File: src/rtl/cfg_crc_pkg.sv
package cfg_crc_pkg;

  // Strobes sent from the sequencer to the CRC datapath
  typedef struct packed {
    logic init;     // restart accumulator and byte pointer
    logic step;     // fold current byte into accumulator
    logic capRef;   // store the finished CRC as reference
    logic compare;  // compare the finished CRC with reference
    logic drop;     // discard the reference
  } crcStrobe_t;

  typedef enum logic [1:0] {
    ST_IDLE,
    ST_REF,
    ST_WAIT,
    ST_CHK
  } crcState_t;

  // One byte of CRC-8, generator 0x07, MSB first
  function automatic logic [7:0] crc8Byte(input logic [7:0] crcIn,
                                          input logic [7:0] dataIn);
    logic [7:0] r;
    r = crcIn ^ dataIn;
    for (int b = 0; b < 8; b++) begin
      r = r[7] ? ((r << 1) ^ 8'h07) : (r << 1);
    end
    return r;
  endfunction

endpackage

File: src/rtl/cfg_crc_dp.sv
module cfg_crc_dp
  import cfg_crc_pkg::*;
#(
  parameter int NUM_REGS = 4,
  parameter int IDX_W    = 2
) (
  input  logic                  clk,
  input  logic                  rstN,
  input  logic [NUM_REGS*8-1:0] regBank,
  input  crcStrobe_t            strobe,
  input  logic                  injFlip,
  output logic                  lastByte,
  output logic                  mismatch
);

  logic [IDX_W-1:0] byteIdx;
  logic [7:0]       crcAcc;
  logic [7:0]       refCrc;
  logic [7:0]       curByte;
  logic [7:0]       crcNext;

  assign curByte  = regBank[8*int'(byteIdx) +: 8];
  assign crcNext  = crc8Byte(crcAcc, curByte);
  assign lastByte = (byteIdx == IDX_W'(NUM_REGS - 1));
  assign mismatch = strobe.compare &&
                    ((crcNext ^ {7'b0, injFlip}) != refCrc);

  always_ff @(posedge clk or negedge rstN) begin
    if (!rstN) begin
      byteIdx <= '0;
      crcAcc  <= 8'hFF;
    end else if (strobe.init) begin
      byteIdx <= '0;
      crcAcc  <= 8'hFF;
    end else if (strobe.step) begin
      crcAcc  <= crcNext;
      byteIdx <= lastByte ? '0 : byteIdx + 1'b1;
    end
  end

  always_ff @(posedge clk or negedge rstN) begin
    if (!rstN) begin
      refCrc <= '0;
    end else if (strobe.drop) begin
      refCrc <= '0;
    end else if (strobe.capRef) begin
      refCrc <= crcNext;
    end
  end

endmodule

File: src/rtl/cfg_crc_ctrl.sv
module cfg_crc_ctrl
  import cfg_crc_pkg::*;
#(
  parameter int PERIOD_CYC = 40,
  parameter int TMR_W      = 6
) (
  input  logic       clk,
  input  logic       rstN,
  input  logic       runOk,
  input  logic       lastByte,
  input  logic       mismatch,
  input  logic       injectCmd,
  input  logic       statusClear,
  output crcStrobe_t strobe,
  output logic       injFlip,
  output logic       statusQ,
  output logic       busy
);

  crcState_t        state;
  logic [TMR_W-1:0] timer;
  logic             injArm;
  logic             periodHit;

  assign periodHit = (timer == TMR_W'(PERIOD_CYC - 1));
  assign injFlip   = injArm;
  assign busy      = (state != ST_IDLE);

  always_comb begin
    strobe = '0;
    if (!runOk) begin
      strobe.drop = 1'b1;
    end else begin
      unique case (state)
        ST_IDLE: strobe.init = 1'b1;
        ST_REF: begin
          strobe.step   = 1'b1;
          strobe.capRef = lastByte;
        end
        ST_WAIT: strobe.init = periodHit;
        ST_CHK: begin
          strobe.step    = 1'b1;
          strobe.compare = lastByte;
        end
        default: strobe = '0;
      endcase
    end
  end

  always_ff @(posedge clk or negedge rstN) begin
    if (!rstN) begin
      state <= ST_IDLE;
      timer <= '0;
    end else if (!runOk) begin
      state <= ST_IDLE;
      timer <= '0;
    end else begin
      unique case (state)
        ST_IDLE: state <= ST_REF;
        ST_REF: begin
          timer <= '0;
          if (lastByte) state <= ST_WAIT;
        end
        ST_WAIT: begin
          if (periodHit) begin
            state <= ST_CHK;
            timer <= '0;
          end else begin
            timer <= timer + 1'b1;
          end
        end
        ST_CHK: begin
          timer <= timer + 1'b1;
          if (lastByte) state <= ST_WAIT;
        end
        default: state <= ST_IDLE;
      endcase
    end
  end

  always_ff @(posedge clk or negedge rstN) begin
    if (!rstN) begin
      injArm <= 1'b0;
    end else if (!runOk) begin
      injArm <= 1'b0;
    end else begin
      injArm <= (injArm && !strobe.compare) || injectCmd;
    end
  end

  always_ff @(posedge clk or negedge rstN) begin
    if (!rstN) begin
      statusQ <= 1'b0;
    end else if (mismatch) begin
      statusQ <= 1'b1;
    end else if (statusClear) begin
      statusQ <= 1'b0;
    end
  end

endmodule

File: src/rtl/cfg_crc_watch.sv
module cfg_crc_watch
  import cfg_crc_pkg::*;
#(
  parameter int NUM_REGS   = 4,
  parameter int PERIOD_CYC = 40,
  parameter int SAFE_W     = 2
) (
  input  logic                  clk,
  input  logic                  rstN,
  input  logic [NUM_REGS*8-1:0] regBank,
  input  logic                  isActive,
  input  logic                  crcEnable,
  input  logic                  faultMask,
  input  logic                  injectCmd,
  input  logic                  statusClear,
  input  logic [SAFE_W-1:0]     safeSel,
  output logic                  crcFault,
  output logic                  faultN,
  output logic                  safeReq,
  output logic [SAFE_W-1:0]     safeCode
);

  localparam int IDX_W = (NUM_REGS > 1) ? $clog2(NUM_REGS) : 1;
  localparam int TMR_W = $clog2(PERIOD_CYC);

  initial begin
    if (PERIOD_CYC <= NUM_REGS + 1)
      $error("PERIOD_CYC must exceed NUM_REGS + 1");
  end

  crcStrobe_t strobe;
  logic       runOk;
  logic       lastByte;
  logic       mismatch;
  logic       injFlip;
  logic       statusQ;
  logic       busy;

  assign runOk = isActive && crcEnable;

  cfg_crc_ctrl #(
    .PERIOD_CYC(PERIOD_CYC),
    .TMR_W     (TMR_W)
  ) ctrl_i (
    .clk        (clk),
    .rstN       (rstN),
    .runOk      (runOk),
    .lastByte   (lastByte),
    .mismatch   (mismatch),
    .injectCmd  (injectCmd),
    .statusClear(statusClear),
    .strobe     (strobe),
    .injFlip    (injFlip),
    .statusQ    (statusQ),
    .busy       (busy)
  );

  cfg_crc_dp #(
    .NUM_REGS(NUM_REGS),
    .IDX_W   (IDX_W)
  ) dp_i (
    .clk     (clk),
    .rstN    (rstN),
    .regBank (regBank),
    .strobe  (strobe),
    .injFlip (injFlip),
    .lastByte(lastByte),
    .mismatch(mismatch)
  );

  assign crcFault = statusQ;
  assign faultN   = !(statusQ && !faultMask);
  assign safeReq  = statusQ;
  assign safeCode = statusQ ? safeSel : '0;

endmodule

File: config.mk
export PLATFORM = sky130hd
export DESIGN_NAME = cfg_crc_watch
export DESIGN_NICKNAME = d
export VERILOG_FILES = /design/src/rtl/cfg_crc_pkg.sv /design/src/rtl/cfg_crc_dp.sv /design/src/rtl/cfg_crc_ctrl.sv /design/src/rtl/cfg_crc_watch.sv
export SDC_FILE = /design/constraint.sdc
export NUM_CORES = 1
export LEC_CHECK = 0
export BUFFER_PORTS_ARGS = -buffer_cell sky130_fd_sc_hd__clkbuf_2
export CORE_MARGIN = 4
export CORE_UTILIZATION = 48
export DETAILED_ROUTE_END_ITERATION = 10
export GPL_TIMING_DRIVEN = 0
export PLACE_DENSITY_LB_ADDON = 0.25
export SLEW_MARGIN = 25
export SYNTH_ARGS = -nofsm -noshare
export SYNTH_HDL_FRONTEND = slang
export SYNTH_SLANG_ARGS = --single-unit
File: constraint.sdc
create_clock -name clk -period 2.95 [get_ports clk]
set_clock_uncertainty 0.2 [all_clocks]
set_input_delay 0.1475 -clock clk [delete_from_list [all_inputs] [get_ports clk]]
set_output_delay 0.1475 -clock clk [all_outputs]
set_load 0.005 [all_outputs]
==> results of run 1 <==
==> cell usage after synthesis (2+ instances only) <==
cell	number
o22a_1	3
dfrtp_1	20
nor2_1	14
xnor2_1	12
xnor2_2	3
and2_1	2
nand3_1	6
xnor3_1	2
mux4_2	2
a22o_1	3
xnor2_4	2
and3_1	3
nand2b_1	2
clkbuf_1	4
nand2_1	14
dfstp_2	8
mux4_1	6
a21oi_1	11
inv_1	4
mux2i_1	4
or2_2	2
ha_1	2
o21ai_0	11
xor2_1	9
nor3_1	3
==> metrics by stage <==
step	area, um^2	setup TNS (ns)
2_1_floorplan	1920	0
3_3_place_gp	2200	-0.233
3_5_place_dp	2200	-0.264
4_1_cts	2340	0
5_1_grt	2470	-0.0190
6_report	2470	0
==> power groups by stage <==
stage               combinational (mW)  clock, mW  sequential [mW]
floorplan                        0.780          0            0.501
global placement                 0.947          0            0.503
detailed placement               0.968          0            0.506
CTS                               1.03      0.244            0.504
global route                      1.38      0.254            0.517
finish                            1.26      0.238            0.511
==> critical path, delay by kind of cell (launching register included) <==
kind | cells | cell delay, ns
flip-flops | 1 | 0.39
multiplexers | 1 | 0.56
AO/OA/AOI/OAI | 1 | 0.19
AND/OR/NAND/NOR | 2 | 0.55
buffers and inverters | 1 | 0.14
XOR/XNOR | 2 | 0.70
==> metal layers <==
metal / wire length, um / up-vias
li1: - / 755
met1: 1980 / 714
met2: 1980 / 48
met3: 191 / 6
met4: 65 / 0
met5: 0 / -
==> registers in the layout, indices dropped and copies added, names as in the netlist <==
name / count
ctrl_i.statusQ: 1
ctrl_i.state: 2
dp_i.byteIdx: 2
dp_i.crcAcc: 8
ctrl_i.timer: 6
dp_i.refCrc: 8
ctrl_i.injFlip: 1
==> final cells by class <==
| type | count | share of cell area |
|---|---|---|
| Multi-Input combinational cell | 134 | 0.495 |
| Clock buffer | 4 | 0.0223 |
| Inverter | 4 | 0.00609 |
| Buffer | 6 | 0.0137 |
| Sequential cell | 28 | 0.288 |
| Timing Repair Buffer | 62 | 0.150 |
| Tap cell | 48 | 0.0243 |
==> kinds of logic after synthesis <==
| logic type | Yosys count | share of synthesized area |
|---|---|---|
| xor+xnor | 30 | 0.201 |
| fa+ha+maj | 2 | 0.0131 |
| buf+inv | 11 | 0.0274 |
| mux | 13 | 0.133 |
| compound gates | 36 | 0.119 |
| simple gates | 53 | 0.137 |
| flops | 28 | 0.371 |
==> worst max path at each step <==
stage                               start        endpoint  slack [ns]  depth (start not counted)
after CTS                 dp_i.byteIdx[1]  ctrl_i.statusQ       0.004                          7
after global placement    dp_i.byteIdx[0]  ctrl_i.statusQ       -0.23                          7
after detailed placement  dp_i.byteIdx[0]  ctrl_i.statusQ       -0.26                          7
after global routing      dp_i.byteIdx[0]  ctrl_i.statusQ       -0.02                          7
final                     dp_i.byteIdx[0]  ctrl_i.statusQ        0.12                          7
after floorplan           dp_i.byteIdx[0]  ctrl_i.statusQ        0.10                          7
==> repair_timing <==
| item | CTS | global route |
|---|---|---|
| hold buffers | 3 | 0 |
| gates cloned | 0 | 1 |
| endpoints found under the hold margin | 22 | 0 |
| buffers inserted | 2 | 11 |
| pin swaps | 2 | 7 |
| setup endpoints to repair | 1 | 1 |
| gates resized for setup | 5 | 6 |
==> flow_summary_export.csv, run 1 <==
group,metric,value,unit
clock_network,cts_buffer_depth,2,
routing,vias_per_cell,5.33,
place,dp_cells,266,
floorplan,die_area,5070,um^2
worst_setup_path,rr_worst_depth,7,
routing,finalWirelength,4210,um
place,place_ws,-0.264,ns
routing,drtIter0Drc,47,
synth,synth_area_leaders,"dfrtp_1 26%, dfstp_2 11%, mux4_1 8.2%",
worst_setup_path,crit_path_max_incr_delay,0.56,ns
worst_setup_path,critical_path_class,"register to register",
power_and_ir_drop,clkPwrFrac,0.118,
sta,max_freq,354,MHz
synth,synth_ff_type,"dfrtp_1",
power_and_ir_drop,power_density,816,nW/um^2
synth,synth_area_per_cell,11.1,um^2
hold_path,hold_class,"primary input to register",
hold_path,min_to,"ctrl_i.state[0]",
grt,use_met3,0.0128,
routing,drc,0,
synth,yosysTopAreaCell,"dfrtp_1",
grt,grt_max_degree,29,
clock_network,cts_tree,"done",
synth,synth_cells,173,
floorplan,die_h,71.2,um
worst_setup_path,r2r_end,"ctrl_i.statusQ",
finish,multi_input_comb_area,1220,um^2
worst_setup_path,cp_max_fo,5,
power_and_ir_drop,p_total,2.01,mW
floorplan,start_util,0.508,
synth,post-synth-top-area-fraction,0.261,
synth,synthArstFlopShare,1.00,
power_and_ir_drop,combPwrFrac,0.628,
sta,relSlewSlack,0.504,
clock_network,clk_pin_slew,0.10,ns
hold_path,whs_path_depth,3,
grt,use_met1,0.230,
hold_path,hp-start,"crcEnable",
grt,antenna_found_initial,0,
clock_network,root_buffer,"clkbuf_8",
routing,antenna_left,0,
worst_setup_path,cpMaxStageDelayCell,"mux4_2",
synth,synth_cell_types,46,
finish,n_antenna_cell,0,
sta,drv_slew,0,
grt,grt_pass1_wl,6700,um
grt,overflow,0,
finish,final_cells,286,
grt,met2_usage,0.261,
routing,wl_per_cell,14.7,um
floorplan,fp.coreArea,3770,um^2
finish,syn_to_final_growth,28.8,%
finish,final_common_cell,"clkbuf_2",
finish,drive_above_1_share,0.399,
grt,grt_usage,0.160,
job,cap_violations,0,
synth,synth-edff-count,0,
floorplan,rows,22,
sta,setup_viol,0,
outcome,status,"finished clean",
power_and_ir_drop,power_leakage,1.13,nW
clock_network,h-tree-depth,1,
worst_setup_path,r2r_slack,0.12,ns
finish,post-route-util,0.654,
clock_network,clock_sinks,28,
power_and_ir_drop,power_frac_seq,0.254,
floorplan,chipWidth,71.2,um
worst_setup_path,arrival,2.82,ns
floorplan,io_pins,46,
grt,grt_pass1_vias,1473,
synth,synth_area,1920,um^2
clock_network,cts_buffers,3,
finish,regArea,711,um^2
sta,post-route-period-util,0.958,
finish,nFillCells,290,
sta,tightestPinTransition,0.740,ns
sta,hold_violations,0,
synth,seq_area_frac_synth,0.371,
power_and_ir_drop,ir_drop,382,uV
worst_setup_path,r2r-start,"dp_i.byteIdx[0]",
finish,final_nets,282,
grt,grt.busiest_layer,"met2",
worst_setup_path,crit_path_end_kind,"register",
place,dp_hpwl,3050,um
worst_setup_path,cp_data_required_time,2.94,ns
clock_network,clk_latency,0.27,ns
synth,syn-num-nets,216,
power_and_ir_drop,p_int,1.27,mW
place,io_buffers,45,
sta,fin_crit,2.83,ns
sta,whs,0.0219,ns
place,place_congestion,0.772,
routing,dr_total_vias,1523,
routing,dr.pass1.iters,4,
power_and_ir_drop,switching_power,744,uW
sta,fin_ws,0.123,ns
synth,synth_seq_cells,28,
finish,layout_common_cells,"45 x clkbuf_2, 20 x dfrtp_1, 14 x nand2_1, 14 x nor2_1, 13 x buf_4",
worst_setup_path,cp-start-kind,"register",
worst_setup_path,path_cells,"buf_6 -> mux4_2 -> xnor2_4 -> xnor3_1 -> and4_4 -> or3_1 -> a41oi_1",
synth,ys.warnings.count,0,
power_and_ir_drop,swShare,0.370,
No activity file was read; power rests on OpenSTA's default activity.
==> run 2: changes to the inputs <==
- CORE_UTILIZATION: 48 -> 53
- clock period: 2.95 -> 3.1 ns (I/O delays scaled with it)
==> run 2 against run 1 <==
Against the previous run:
- setup slack better by 0.042 ns
- power is 18% lower
- sequential power is 6.1% lower
- largest cell class unchanged
- largest power group unchanged
==> flow_summary_export.csv, run 2 (synthesis gave the netlist of run 1 again) <==
group,metric,value,unit
finish,syn_to_final_growth,21.9,%
grt,grt_pass1_vias,1547,
finish,drive_above_1_share,0.345,
hold_path,hp-start,"isActive",
finish,layout_common_cells,"45 x clkbuf_2, 20 x dfrtp_1, 14 x nand2_1, 14 x nor2_1",
sta,drv_slew,0,
grt,grt_pass1_wl,6530,um
finish,final_common_cell,"clkbuf_2",
sta,setup-tns-final,0,ns
routing,dr.pass1.iters,4,
worst_setup_path,cp_max_fo,10,
power_and_ir_drop,p_int,1.01,mW
place,dp_hpwl,3120,um
worst_setup_path,cp-start-kind,"register",
clock_network,cts_tree,"done",
routing,drtIter0Drc,41,
grt,grt_usage,0.184,
sta,whs,0.0318,ns
place,place_congestion,0.816,
grt,grt_max_degree,29,
worst_setup_path,crit_path_max_incr_delay,0.68,ns
power_and_ir_drop,power_leakage,1.06,nW
clock_network,h-tree-depth,1,
worst_setup_path,cp_data_required_time,3.12,ns
power_and_ir_drop,ir_drop,381,uV
sta,max_freq,341,MHz
power_and_ir_drop,switching_power,635,uW
place,dp_cells,264,
worst_setup_path,worst_path_dominant_cell_family,"multiplexers",
clock_network,clk_latency,0.33,ns
worst_setup_path,r2r-start,"dp_i.byteIdx[0]",
grt,overflow,0,
routing,wl_per_cell,14.5,um
finish,final_nets,273,
worst_setup_path,critical_path_class,"register to register",
floorplan,die_area,4640,um^2
place,io_buffers,45,
finish,post-route-util,0.684,
routing,antenna_left,0,
finish,n_antenna_cell,0,
clock_network,cts_buffer_depth,2,
clock_network,root_buffer,"clkbuf_4",
power_and_ir_drop,clkPwrFrac,0.110,
finish,final_cells,275,
worst_setup_path,crit_path_end_kind,"register",
sta,relSlewSlack,0.506,
outcome,status,"finished clean",
routing,finalWirelength,4000,um
sta,hold_violations,0,
worst_setup_path,arrival,2.95,ns
floorplan,die_h,68.1,um
floorplan,io_pins,46,
power_and_ir_drop,swShare,0.387,
floorplan,fp.coreArea,3420,um^2
sta,fin_crit,2.94,ns
floorplan,rows,21,
power_and_ir_drop,power_density,703,nW/um^2
power_and_ir_drop,power_frac_seq,0.293,
hold_path,hold_class,"primary input to register",
sta,post-route-period-util,0.947,
worst_setup_path,cp_num_buf_inv,1,
floorplan,chipWidth,68.1,um
routing,vias_per_cell,5.55,
clock_network,clk_pin_slew,0.15,ns
power_and_ir_drop,combPwrFrac,0.597,
finish,reg_top3,"dp_i.crcAcc x8, dp_i.refCrc x8, ctrl_i.timer x6",
worst_setup_path,cpMaxStageDelayCell,"mux4_1",
job,cap_violations,0,
sta,rsz0062_at_grt,"no",
worst_setup_path,crit_path_start,"dp_i.byteIdx[0]",
routing,drc,0,
sta,setup_viol,0,
routing,dr_total_vias,1526,
grt,antenna_found_initial,0,
clock_network,cts_buffers,3,
clock_network,clock_sinks,28,
sta,tightestPinTransition,0.738,ns
worst_setup_path,path_cells,"buf_6 -> mux4_1 -> xnor2_4 -> xor2_2 -> mux2_2 -> a2111oi_1 -> a41oi_1",
floorplan,start_util,0.561,
run 2: metrics by stage:
| step | area (um^2) | power, mW | setup slack (ns) |
|---|---|---|---|
| after floorplan | 1920 | 1.22 | 0.255 |
| after global placement | 2200 | 1.36 | 0.0170 |
| after detailed placement | 2200 | 1.39 | 0.0259 |
| after CTS | 2300 | 1.59 | 0.0234 |
| after global routing | 2330 | 1.73 | 0.0104 |
| final | 2330 | 1.64 | 0.165 |
run 2: layout make-up:
class | count | area, um^2
inverter | 4 | 15.0
multi-input combinational | 134 | 1190
tap | 46 | 57.6
clock buffer | 4 | 36.3
buffer | 7 | 37.5
fill | 278 | 1080
sequential | 28 | 711
timing repair buffer | 52 | 290
run 2: worst paths after layout:
kind	end	slack, ns	cells past startpoint
hold / removal	dp_i.crcAcc[2]	0.03	3
setup / recovery	ctrl_i.statusQ	0.16	7
min in group asynchronous	ctrl_i.timer[2]	0.18	2
hold reg to reg	dp_i.refCrc[7]	0.32	2
max in group asynchronous	ctrl_i.timer[0]	2.08	2
setup reg to reg	ctrl_i.statusQ	0.16	7
run 2: power groups by stage:
stage / Sequential, mW / Clock, mW / Combinational (mW)
6_report: 0.480 / 0.181 / 0.981
4_1_cts: 0.479 / 0.183 / 0.926
3_5_place_dp: 0.483 / 0 / 0.903
5_1_grt: 0.486 / 0.200 / 1.05
2_1_floorplan: 0.477 / 0 / 0.742
3_3_place_gp: 0.479 / 0 / 0.880
run 2: worst register-to-register path: stages, from the launching register on:
cell	delay, ns
dfrtp_1	0.40
buf_6	0.17
mux4_1	0.68
xnor2_4	0.29
xor2_2	0.24
mux2_2	0.36
a2111oi_1	0.32
a41oi_1	0.16
run 2: layer usage:
layer | share of wire | vias up | track usage
li1 | - | 740 | -
met4 | 0.0088 | 0 | 0.0397
met1 | 0.45 | 734 | 0.235
met5 | 0 | - | 0
met3 | 0.050 | 5 | 0.0345
met2 | 0.49 | 47 | 0.323
run 2: timing repair:
action | CTS | global route
pin swaps | 0 | 1
resized for setup | 1 | 4
endpoints found under the setup margin | 1 | 1
endpoints found under the hold margin | 23 | 0
hold buffers | 5 | 0
buffers inserted | 0 | 2
